`config.mk`:
```
export PLATFORM = sky130hd
export DESIGN_NAME = fi_campaign_ctrl
export DESIGN_NICKNAME = d
export VERILOG_FILES = /design/src/rtl/fi_pkg.sv /design/src/rtl/fi_lfsr.sv /design/src/rtl/fi_sweep.sv /design/src/rtl/fi_campaign_ctrl.sv
export SDC_FILE = /design/constraint.sdc
export NUM_CORES = 1
export LEC_CHECK = 0
export ABC_CLOCK_PERIOD_IN_PS = 5620
export BUFFER_PORTS_ARGS = -buffer_cell sky130_fd_sc_hd__buf_2
export CORE_UTILIZATION = 40
export DETAILED_ROUTE_END_ITERATION = 10
export HOLD_SLACK_MARGIN = 0.15
export PLACE_DENSITY = 0.72
export SLEW_MARGIN = 25
export SYNTH_ARGS = -nofsm -noshare
export SYNTH_HDL_FRONTEND = slang
export SYNTH_SLANG_ARGS = --single-unit
export TNS_END_PERCENT = 5
```
`constraint.sdc`:
```
create_clock -name clk -period 5.62 [get_ports clk]
set_input_delay 0.281 -clock clk [delete_from_list [all_inputs] [get_ports clk]]
set_output_delay 0.281 -clock clk [all_outputs]
set_load 0.05 [all_outputs]
```
`src/rtl/fi_pkg.sv`:
```
package fi_pkg;
  typedef enum logic [2:0] {
    ST_IDLE, ST_SCRUB, ST_SETTLE, ST_DRAW, ST_APPLY, ST_OBSERVE, ST_DONE
  } fi_state_e;

  localparam logic [31:0] LFSR_MASK = 32'h8020_0003;
  localparam logic [31:0] SEED_ALT  = 32'hACE1_2357;

  function automatic logic [31:0] lfsr_step(input logic [31:0] s);
    return {1'b0, s[31:1]} ^ (s[0] ? LFSR_MASK : 32'h0);
  endfunction
endpackage

```
`src/rtl/fi_lfsr.sv`:
```
module fi_lfsr (
  input  logic        clk,
  input  logic        rst_n,
  input  logic        load,
  input  logic [31:0] seed,
  input  logic        adv,
  output logic [31:0] word
);
  import fi_pkg::*;

  always_ff @(posedge clk or negedge rst_n) begin
    if (!rst_n)    word <= SEED_ALT;
    else if (load) word <= (seed == 32'h0) ? SEED_ALT : seed;
    else if (adv)  word <= lfsr_step(word);
  end
endmodule

```
`src/rtl/fi_sweep.sv`:
```
module fi_sweep #(
  parameter int OP_W     = 8,
  parameter int NODE_CNT = 193,
  parameter int NODE_W   = $clog2(NODE_CNT)
) (
  input  logic              clk,
  input  logic              rst_n,
  input  logic              clr,
  input  logic              adv,
  output logic [OP_W-1:0]   sw_a,
  output logic [OP_W-1:0]   sw_b,
  output logic [NODE_W-1:0] sw_node,
  output logic              sw_pol,
  output logic              sw_last
);
  localparam logic [NODE_W-1:0] NODE_MAX = NODE_W'(NODE_CNT - 1);

  logic node_wrap;
  assign node_wrap = (sw_node == NODE_MAX);
  assign sw_last   = sw_pol && node_wrap && (&sw_b) && (&sw_a);

  always_ff @(posedge clk or negedge rst_n) begin
    if (!rst_n) begin
      sw_a <= '0; sw_b <= '0; sw_node <= '0; sw_pol <= 1'b0;
    end else if (clr) begin
      sw_a <= '0; sw_b <= '0; sw_node <= '0; sw_pol <= 1'b0;
    end else if (adv) begin
      sw_pol <= ~sw_pol;
      if (sw_pol) begin
        if (node_wrap) begin
          sw_node <= '0;
          sw_b    <= sw_b + 1'b1;
          if (&sw_b) sw_a <= sw_a + 1'b1;
        end else begin
          sw_node <= sw_node + 1'b1;
        end
      end
    end
  end
endmodule

```
`src/rtl/fi_campaign_ctrl.sv`:
```
module fi_campaign_ctrl #(
  parameter int OP_W     = 8,
  parameter int NODE_CNT = 193,
  parameter int INJ_WIN  = 4,
  parameter int OBS_W    = 8,
  parameter int CNT_W    = 32,
  localparam int NODE_W  = $clog2(NODE_CNT),
  localparam int RES_W   = 2 * OP_W
) (
  input  logic              clk,
  input  logic              rst_n,
  input  logic              start,
  input  logic              sweep_mode,
  input  logic [31:0]       seed,
  input  logic [CNT_W-1:0]  exp_total,
  input  logic [OBS_W-1:0]  obs_len,
  input  logic [RES_W-1:0]  uut_result,
  output logic              op_valid,
  output logic [OP_W-1:0]   op_a,
  output logic [OP_W-1:0]   op_b,
  output logic [NODE_W-1:0] fault_node,
  output logic              fault_copy,
  output logic              stuck_val,
  output logic              fault_active,
  output logic              scrub,
  output logic              busy,
  output logic              done,
  output logic [CNT_W-1:0]  inj_count,
  output logic [CNT_W-1:0]  err_count
);
  import fi_pkg::*;

  localparam int WIN_W  = (INJ_WIN > 1) ? $clog2(INJ_WIN) : 1;
  localparam int BASE_A = NODE_W;
  localparam int BASE_B = NODE_W + OP_W;
  localparam int BIT_C  = NODE_W + 2 * OP_W;
  localparam int BIT_P  = BIT_C + 1;
  localparam int BASE_I = BIT_P + 1;

  fi_state_e state;
  logic             mode_q, finished, mis_q;
  logic [CNT_W-1:0] total_q, exp_cnt;
  logic [OBS_W-1:0] obs_q, obs_cnt;
  logic [WIN_W-1:0] wait_q;

  logic [31:0]       rnd;
  logic [OP_W-1:0]   sw_a, sw_b;
  logic [NODE_W-1:0] sw_node;
  logic              sw_pol, sw_last;

  logic              launch, last_obs, mis_now;
  logic [NODE_W-1:0] draw_node;
  logic [OP_W-1:0]   draw_a, draw_b;
  logic              draw_pol, node_ok;
  logic [RES_W-1:0]  golden;

  assign busy     = (state != ST_IDLE) && (state != ST_DONE);
  assign done     = (state == ST_DONE);
  assign scrub    = (state == ST_SCRUB);
  assign op_valid = (state == ST_APPLY) || (state == ST_OBSERVE);
  assign launch   = start && !busy;
  assign last_obs = (state == ST_OBSERVE) && (obs_cnt <= OBS_W'(1));

  fi_lfsr u_lfsr (
    .clk(clk), .rst_n(rst_n), .load(launch), .seed(seed), .adv(busy), .word(rnd)
  );

  fi_sweep #(.OP_W(OP_W), .NODE_CNT(NODE_CNT), .NODE_W(NODE_W)) u_sweep (
    .clk(clk), .rst_n(rst_n), .clr(launch), .adv(last_obs),
    .sw_a(sw_a), .sw_b(sw_b), .sw_node(sw_node), .sw_pol(sw_pol), .sw_last(sw_last)
  );

  generate
    if (INJ_WIN > 1) begin : g_win
      logic [WIN_W-1:0] rnd_inst;
      assign rnd_inst = rnd[BASE_I +: WIN_W];
    end else begin : g_win
      logic [WIN_W-1:0] rnd_inst;
      assign rnd_inst = '0;
    end
  endgenerate

  assign draw_node = mode_q ? sw_node : rnd[NODE_W-1:0];
  assign draw_a    = mode_q ? sw_a    : rnd[BASE_A +: OP_W];
  assign draw_b    = mode_q ? sw_b    : rnd[BASE_B +: OP_W];
  assign draw_pol  = mode_q ? sw_pol  : rnd[BIT_P];
  assign node_ok   = 32'(draw_node) < NODE_CNT;
  assign golden    = RES_W'(op_a) * RES_W'(op_b);
  assign mis_now   = (uut_result != golden);

  always_ff @(posedge clk or negedge rst_n) begin
    if (!rst_n) begin
      state <= ST_IDLE;
      mode_q <= 1'b0; finished <= 1'b0; mis_q <= 1'b0;
      total_q <= '0; exp_cnt <= '0; obs_q <= '0; obs_cnt <= '0; wait_q <= '0;
      op_a <= '0; op_b <= '0; fault_node <= '0; fault_copy <= 1'b0; stuck_val <= 1'b0;
      fault_active <= 1'b0; inj_count <= '0; err_count <= '0;
    end else begin
      unique case (state)
        ST_IDLE, ST_DONE: if (start) begin
          mode_q    <= sweep_mode;
          total_q   <= exp_total;
          obs_q     <= obs_len;
          exp_cnt   <= '0;
          inj_count <= '0;
          err_count <= '0;
          finished  <= !sweep_mode && (exp_total == '0);
          state     <= ST_SCRUB;
        end
        ST_SCRUB: begin
          fault_active <= 1'b0;
          state        <= finished ? ST_DONE : ST_SETTLE;
        end
        ST_SETTLE: state <= ST_DRAW;
        ST_DRAW: if (node_ok) begin
          op_a       <= draw_a;
          op_b       <= draw_b;
          fault_node <= draw_node;
          fault_copy <= rnd[BIT_C];
          stuck_val  <= draw_pol;
          wait_q     <= g_win.rnd_inst;
          state      <= ST_APPLY;
        end
        ST_APPLY: begin
          if (wait_q == '0) begin
            fault_active <= 1'b1;
            inj_count    <= inj_count + 1'b1;
            obs_cnt      <= obs_q;
            mis_q        <= 1'b0;
            state        <= ST_OBSERVE;
          end else begin
            wait_q <= wait_q - 1'b1;
          end
        end
        ST_OBSERVE: begin
          if (last_obs) begin
            if (mis_q || mis_now) err_count <= err_count + 1'b1;
            exp_cnt  <= exp_cnt + 1'b1;
            finished <= mode_q ? sw_last : ((exp_cnt + 1'b1) == total_q);
            state    <= ST_SCRUB;
          end else begin
            obs_cnt <= obs_cnt - 1'b1;
            mis_q   <= mis_q || mis_now;
          end
        end
        default: state <= ST_IDLE;
      endcase
    end
  end
endmodule

```
==> impl_metrics.csv, run 1 <==
group,metric,value,unit
setup_path,rr_endpoint,"err_count[11]",
drt,via_count,13440,
cells_and_area,fillers,3438,
grt,use_met1,28.7,%
timing,min_period_over_period,96.6,%
synth,netlist_instances,1728,
grt,antenna_found_initial,3,
timing,slew_violations,0,
timing,tightestPinTransition,0.937,ns
drt,firstDrtPassIters,5,
synth,synth_area_leaders,"dfrtp_1, nand2_1, fa_1",
cells_and_area,drive_above_1_share,15.5,%
synth,synth_top_family_by_area,"simple AND/OR/NAND/NOR gates",
grt,grt_pass1_wl,67100,um
synth,avgSynthCellArea,8.66,um^2
grt,grt_overflow,0,
cells_and_area,layout_commonest_cell,"nand2_1",
setup_path,worstRegToRegCells,15,
cts,clock-sinks,236,
setup_path,setup.worst_path.end_class,"flip-flop",
cts,cts_tree,"built",
floorplanning,start_util,40.8,%
grt,met3_usage,3.26,%
synth,synth_top_area_share,36.8,%
setup_path,worstSetupStartpoint,"op_b[7]",
timing,hold-worst-slack,0.174,ns
timing,max_freq,184,MHz
synth,synth_xor_xnor_area_share,5.30,%
grt,grt_pass1_vias,13171,
synth,synth-simple-area-share,24.7,%
cts,clockBufferDepth,3,
timing,fin_crit,5.43,ns
synth,synth_area,15000,um^2
drt,wl,40900,um
place,gp_congestion,0.878,
worst_hold_path,holdPathEnd,"u_lfsr.word[23]",
setup_path,critical_path_arrival,5.85,ns
timing,finalHoldViolCount,0,
worst_hold_path,min_path_cells,4,
cells_and_area,nets,2115,
cts,insertion_delay,0.54,ns
worst_hold_path,hold_class,"in2reg",
setup_path,startpoint_type,"flip-flop",
synth,synth_async_sr_flop_share,100,%
drt,drc,0,
floorplanning,die_width,195,um
synth,synth_warnings,0,
drt,wl_per_cell,16.8,um
timing,slew_headroom,37.5,%
grt,grtUsageTotal,21.3,%
cells_and_area,syn2layout_area_growth,20.6,%
drt,drt-initial-drc-count,825,
run_status,run_status,"completed",
cts,htreeDepth,1,
floorplanning,die_h,195,um
worst_hold_path,min_from,"seed[23]",
timing,setup_tns,0,ns
grt,grt.met2_usage,35.7,%
timing,finClkSkew,0.0157,ns
drt,detail-route-antenna-nets,0,
cts,clockRootBuffer,"clkbuf_16",
synth,seq_area_frac_synth,39.6,%
synth,synth_compound_area_share,13.8,%
synth,synth_flop_cell,"dfrtp_1",
place,hpwlAfterDp,28800,um
synth,ys_ff_latch,236,
synth,synth_fa_ha_area_share,8.66,%
place,io_buffers,186,
synth,synth_edf_count,0,
grt,grt_max_degree,122,
setup_path,r2r-start,"op_b[7]",
setup_path,required,6.04,ns
drt,via_per_inst,5.53,
setup_path,regToRegSetupSlack,0.19,ns
floorplanning,fp-row-count,70,
cells_and_area,final_cell_mix,"nand2_1, dfrtp_1, buf_2",
timing,setup_viol,0,
floorplanning,dieArea,38200,um^2
synth,yosysUniqueCellTypes,75,
synth,syn_nets,1902,
cts,cts_buffers,27,
flow_run,maxCapViolations,0,
floorplanning,core_area,36700,um^2
synth,yosysTopAreaCell,"dfrtp_1",
setup_path,crit_type,"reg2reg",
synth,synth.mux.area_fraction,3.66,%
grt,grt_busiest_layer,"met2",
cts,cts.clk_slew.worst_paths,0.07,ns
setup_path,path_max_fanout,14,
floorplanning,ioPinCount,187,
==> cells in the mapped netlist (7+ instances only) <==
cell type,number
and2_1,43
a31oi_1,18
nor2_1,146
and4_1,7
dfstp_2,16
a21oi_1,81
buf_2,15
or3_1,20
and3_1,45
mux2i_1,48
xor2_1,34
nand2b_1,10
nand2_1,286
inv_1,71
o31ai_1,23
ha_1,46
nand3_1,77
fa_1,36
nor2b_1,12
nor3_1,20
nand4_1,32
dfrtp_1,220
xnor2_1,54
a221o_1,18
nor4_1,35
o21ai_0,138
clkbuf_1,71
==> timing repair <==
item / in CTS / in global routing
endpoints found under the hold margin: 179 / 0
buffers inserted: 0 / 3
hold buffers: 61 / 0
endpoints found under the setup margin: 0 / 26
resized for setup: 0 / 2
==> per-stage QoR <==
stage          utilization (%)  instances  area [um^2]  setup WS, ns
6_report                  49.2       2430        18100         0.191
5_1_grt                   49.2       2430        18100       -0.0288
4_1_cts                   49.0       2424        18000        0.0491
3_5_place_dp              44.5       2315        16300        0.0323
3_3_place_gp              44.5       2315        16300         0.151
2_1_floorplan                -       1728        15000        0.0531
==> metal layers <==
metal	vias up	routed length [um]
met1	6536	18300
li1	6465	-
met4	2	813
met5	-	13
met3	59	2330
met2	378	19400
==> critical path: stages (launching register included) <==
cell and delay (ns):
dfrtp_1 0.51, nand2_1 0.13, fa_1 0.51, fa_1 0.53, fa_1 0.54, inv_1 0.05, fa_1 0.47, ha_1 0.40
a211o_1 0.31, o21ai_1 0.22, mux2_1 0.39, nor4_2 0.35, a41oi_2 0.16, buf_4 0.21, buf_4 0.20, a221o_1 0.34
==> registers in the layout, indices dropped and copies added, names as in the netlist, 3 cells and up <==
register and cells:
u_sweep.sw_node 8, op_b 8, op_a 8, u_sweep.sw_b 8, exp_cnt 32, u_lfsr.word 32
state 3, obs_q 8, inj_count 32, obs_cnt 8, err_count 32, u_sweep.sw_a 8
total_q 32, fault_node 8
==> cells by family after synthesis <==
kind of cell	after synthesis
XOR/XNOR	89
adder cells (fa/ha/maj)	82
AND/OR/NAND/NOR	764
buffers and inverters	163
AO/OA/AOI/OAI	340
multiplexers	54
flip-flops	236
==> layout make-up <==
class                      count  area (um^2)  area share (%)
multi-input combinational   1329         8440            46.7
sequential                   236         5930            32.8
timing repair buffer         276         1800            9.98
clock buffer                  36          769            4.26
tap                          468          586            3.24
inverter                      71          267            1.48
clock inverter                12          264            1.46
antenna                        2         5.00          0.0277
==> worst max path at each step <==
stage / cells past startpoint / to / slack [ns]
detailed placement: 14 / err_count[27] / 0.03
finish: 15 / err_count[11] / 0.19
CTS: 14 / err_count[0] / 0.05
global route: 16 / err_count[30] / -0.03
floorplan: 15 / err_count[2] / 0.05
global placement: 14 / err_count[0] / 0.15
Power of run 1 is left out: the tool's default activity adds up to more than one toggle a clock period on the data nets, which glitch-free logic cannot reach.
==> run 2, diff against run 1 <==
Settings changed: ABC_CLOCK_PERIOD_IN_PS 5620 to 5040, CELL_PAD_IN_SITES_DETAIL_PLACEMENT from default to 0, CELL_PAD_IN_SITES_GLOBAL_PLACEMENT from default to 1, PLACE_DENSITY 0.72 to 0.85.
Clock period 5.62 ns to 5.04 ns, I/O delays scaled along.
==> impl_metrics.csv, run 2 (synthesis results as in run 1) <==
group,metric,value,unit
run_status,run_status,"completed",
cells_and_area,layout_commonest_cell,"nand2_1",
setup_path,crit_type,"reg2reg",
grt,grt_overflow,0,
worst_hold_path,hold_class,"in2reg",
grt,antenna_found_initial,4,
grt,grt_pass1_vias,13230,
floorplanning,start_util,40.8,%
setup_path,rr_endpoint,"err_count[23]",
timing,fin_crit,4.99,ns
setup_path,required,5.47,ns
worst_hold_path,min_from,"seed[29]",
floorplanning,core_area,36700,um^2
timing,hold-worst-slack,0.163,ns
timing,rsz0062_at_grt,"yes",
setup_path,critical_path_arrival,5.42,ns
cts,htreeDepth,1,
floorplanning,die_h,195,um
floorplanning,dieArea,38200,um^2
cts,clockRootBuffer,"clkbuf_16",
cts,insertion_delay,0.55,ns
drt,via_per_inst,5.46,
cts,cts_buffers,28,
floorplanning,ioPinCount,187,
flow_run,maxCapViolations,0,
grt,grt_max_degree,135,
setup_path,setup.worst_path.end_class,"flip-flop",
setup_path,startpoint_type,"flip-flop",
drt,drc,0,
timing,finalHoldViolCount,0,
cells_and_area,drive_above_1_share,19.6,%
place,gp_congestion,0.872,
drt,detail-route-antenna-nets,0,
cts,clock-sinks,236,
grt,grt_pass1_wl,68800,um
cells_and_area,fillers,3383,
timing,setup_viol,0,
drt,firstDrtPassIters,5,
cts,clockBufferDepth,3,
setup_path,worstRegToRegCells,15,
drt,drt-initial-drc-count,914,
place,hpwlAfterDp,29200,um
cts,cts.clk_slew.worst_paths,0.06,ns
cts,cts_tree,"built",
timing,min_period_over_period,99.0,%
floorplanning,die_width,195,um
timing,slew_violations,0,
setup_path,path_max_fanout,11,
drt,wl_per_cell,16.9,um
drt,via_count,13487,
setup_path,worstSetupStartpoint,"op_b[2]",
setup_path,r2r-start,"op_b[2]",
cells_and_area,nets,2152,
worst_hold_path,holdPathEnd,"u_lfsr.word[29]",
worst_hold_path,min_path_cells,4,
cells_and_area,final_cell_mix,"nand2_1, dfrtp_1, buf_2",
timing,max_freq,200,MHz
timing,slew_headroom,29.3,%
drt,wl,41800,um
setup_path,regToRegSetupSlack,0.05,ns
floorplanning,fp-row-count,70,
timing,finClkSkew,0.0172,ns
grt,grtUsageTotal,21.8,%
timing,setup_tns,0,ns
timing,tightestPinTransition,1.05,ns
place,io_buffers,186,
cells_and_area,syn2layout_area_growth,24.4,%
[run 2: metrics by stage]
stage	setup WS (ns)	util [%]	cells	instance area [um^2]
2_1_floorplan	0.00461	-	1728	15100
3_3_place_gp	-0.111	45.2	2338	16600
3_5_place_dp	-0.218	45.2	2338	16600
4_1_cts	-0.0174	49.9	2460	18300
5_1_grt	-0.154	50.8	2471	18600
6_report	0.0502	50.8	2471	18600
[run 2: per-layer routing]
layer  part of all wire (%)  routed length (um)  GRT usage (%)  vias up
met4                    1.9                 786           4.78        2
met2                     47               19700           36.1      288
met5                  0.031                  13              0        -
li1                       -                   -              -     6535
met1                     46               19300           30.1     6602
met3                    4.9                2030           3.40       60
[run 2: final cells by class]
| type | instances | area [um^2] | share of cell area [%] |
|---|---|---|---|
| well taps | 468 | 586 | 3.14 |
| repair buffers | 312 | 2140 | 11.5 |
| inverters | 71 | 267 | 1.43 |
| clock buffers | 40 | 857 | 4.60 |
| flip-flops and latches | 236 | 5940 | 31.9 |
| clock inverters | 12 | 140 | 0.752 |
| diodes | 3 | 7.51 | 0.0403 |
| multi-input cells | 1329 | 8690 | 46.7 |
[run 2: critical path: stages (launching register included)]
cell and delay (ns):
dfrtp_2 0.39, buf_6 0.13, nand2_2 0.06, fa_1 0.51
fa_1 0.50, fa_1 0.51, inv_2 0.04, fa_1 0.54
ha_4 0.23, a211o_1 0.34, o21ai_4 0.20, mux2_4 0.34
nor4_4 0.33, a41oi_4 0.23, buf_6 0.21, a221o_1 0.31
[run 2: how the worst max path moves through the flow]
| stage | to | slack, ns |
|---|---|---|
| floorplan | err_count[2] | 0.005 |
| global placement | err_count[0] | -0.11 |
| detailed placement | err_count[7] | -0.22 |
| CTS | err_count[7] | -0.02 |
| global route | err_count[31] | -0.15 |
| finish | err_count[23] | 0.05 |
[run 2: what timing repair did]
item | CTS | global route
setup endpoints to repair | 27 | 33
resized for setup | 5 | 51
buffers inserted | 4 | 8
pin swaps | 5 | 54
gates cloned | 0 | 1
hold endpoints to repair | 162 | 0
hold buffers | 66 | 0
Power of run 2 is left out for the same reason.
==> run 3, diff against run 2 <==
Settings changed: BUFFER_PORTS_ARGS -buffer_cell sky130_fd_sc_hd__buf_2 to default, CORE_MARGIN from default to 3, CTS_CLUSTER_SIZE from default to 16, DONT_BUFFER_PORTS from default to 1, PLACE_DENSITY 0.85 to 0.79.
==> impl_metrics.csv, run 3 (synthesis results as in run 1) <==
group,metric,value,unit
timing,setup_viol,2,
setup_path,slowest_stage,"fa_1",
run_status,run_status,"finished with violations",
grt,grt_pass1_wl,68800,um
setup_path,path_max_fanout,7,
drt,detail-route-antenna-nets,0,
place,hpwlAfterDp,29200,um
grt,antenna_found_initial,0,
cells_and_area,final_core_util,48.5,%
grt,grt_max_degree,237,
cts,cts.clk_slew.worst_paths,0.06,ns
drt,wl_per_cell,18.4,um
setup_path,startpoint_type,"flip-flop",
setup_path,crit_top_cell,"fa_1",
drt,via_count,12974,
cells_and_area,syn2layout_area_growth,19.2,%
drt,wl_met1,19200,um
cts,insertion_delay,0.55,ns
place,io_buffers,0,
cts,cts_buffers,27,
drt,drt-initial-drc-count,761,
floorplanning,die_width,199,um
cts,clock-sinks,236,
timing,max_freq,198,MHz
place,place_inst,2157,
setup_path,crit_type,"reg2reg",
floorplanning,ioPinCount,187,
setup_path,critical_path_arrival,5.47,ns
timing,slew_headroom,29.3,%
grt,grt_pass1_vias,12993,
drt,firstDrtPassIters,5,
cts,ctsHoldBuffers,84,
cells_and_area,fillers,3470,
timing,setup_slack,-0.00493,ns
floorplanning,dieArea,39800,um^2
cts,clockRootBuffer,"clkbuf_16",
drt,dr_wl_met3,2400,um
cts,cts_tree,"built",
drt,met2_length,20100,um
grt,grt_overflow,0,
cells_and_area,layout_commonest_cell,"nand2_1",
floorplanning,die_h,199,um
timing,min_period_over_period,100,%
flow_run,maxCapViolations,0,
setup_path,max_stage_delay,0.54,ns
worst_hold_path,hold_class,"in2async",
drt,via_per_inst,5.60,
run_status,violations,"hold timing, setup timing",
drt,drc,0,
timing,finClkSkew,0.0179,ns
timing,fin_crit,5.04,ns
timing,slew_violations,0,
place,gp_congestion,0.845,
cts,htreeDepth,1,
timing,finalHoldViolCount,236,
floorplanning,core_area,36800,um^2
setup_path,setup.worst_path.end_class,"flip-flop",
cells_and_area,nets,2000,
grt,grtUsageTotal,21.2,%
floorplanning,fp-row-count,70,
setup_path,required,5.47,ns
timing,rsz0062_at_grt,"yes",
cts,clockBufferDepth,3,
timing,tightestPinTransition,1.06,ns
timing,hold-worst-slack,-0.600,ns
timing,setup_tns,-0.00616,ns
cells_and_area,drive_above_1_share,11.7,%
floorplanning,start_util,40.7,%
setup_path,cp_cell_sequence,"buf_4 -> nand2_1 -> fa_1 -> fa_1 -> fa_1 -> inv_1 -> fa_1 -> ha_4 -> a211o_1 -> o21ai_4 -> mux2_4 -> nor4_4 -> a41oi_4 -> buf_6 -> a221o_1",
cells_and_area,antenna_cells,0,
drt,wl,42600,um
cells_and_area,final_cell_mix,"nand2_1, dfrtp_1, nor2_1",
drt,top_layer_used,"met4",
cells_and_area,stdcell_count,2315,
-- run 3: area by class of cell --
cell class | instances | area (um^2) | share of cell area (%)
Clock buffer | 41 | 788 | 4.42
Clock inverter | 9 | 130 | 0.729
Inverter | 71 | 268 | 1.50
Multi-Input combinational cell | 1329 | 8680 | 48.6
Sequential cell | 236 | 5940 | 33.3
Tap cell | 468 | 586 | 3.28
Timing Repair Buffer | 161 | 1460 | 8.17
-- run 3: path summary, 6_finish.rpt --
path	from	to	slack (ns)	cells past startpoint
setup / recovery	op_a[3]	err_count[22]	-0.005	15
hold / removal	rst_n	err_count[26]	-0.60	0
setup reg to reg	op_a[3]	err_count[22]	-0.005	15
hold reg to reg	u_lfsr.word[30]	u_lfsr.word[29]	0.49	2
max in group asynchronous	rst_n	op_b[5]	4.98	0
min in group clk	start	obs_q[0]	0.29	3
-- run 3: stage by stage --
step           instance area, um^2  hold WS [ns]  setup WS, ns
3_3_place_gp                 15700       -0.0380       -0.0893
3_5_place_dp                 15700       -0.0403        -0.143
6_report                     17800        -0.600      -0.00493
5_1_grt                      17800        -0.635        -0.178
4_1_cts                      17600        -0.636      0.000257
2_1_floorplan                15100       -0.0436       0.00461
-- run 3: per-layer routing --
metal / up-vias / global-route usage [%]
met3: 72 / 3.84
met1: 6373 / 29.0
met5: - / 0
met2: 307 / 35.0
met4: 0 / 5.38
li1: 6222 / -
-- run 3: repair_timing --
action / in CTS / in global routing
endpoints found under the hold margin: 312 / 236
resized for setup: 11 / 46
cloned: 1 / 4
setup endpoints to repair: 26 / 33
pin swaps: 6 / 51
buffers inserted: 9 / 10
-- run 3: critical path, delay by kind of cell, from the launching register on --
family                   cells  cell delay [ns]
multiplexers                 1             0.35
adder cells (fa/ha/maj)      5             2.23
AO/OA/AOI/OAI                4             1.11
buffers and inverters        3             0.42
flip-flops                   1             0.44
AND/OR/NAND/NOR              2             0.38
Power of run 3 is left out for the same reason.
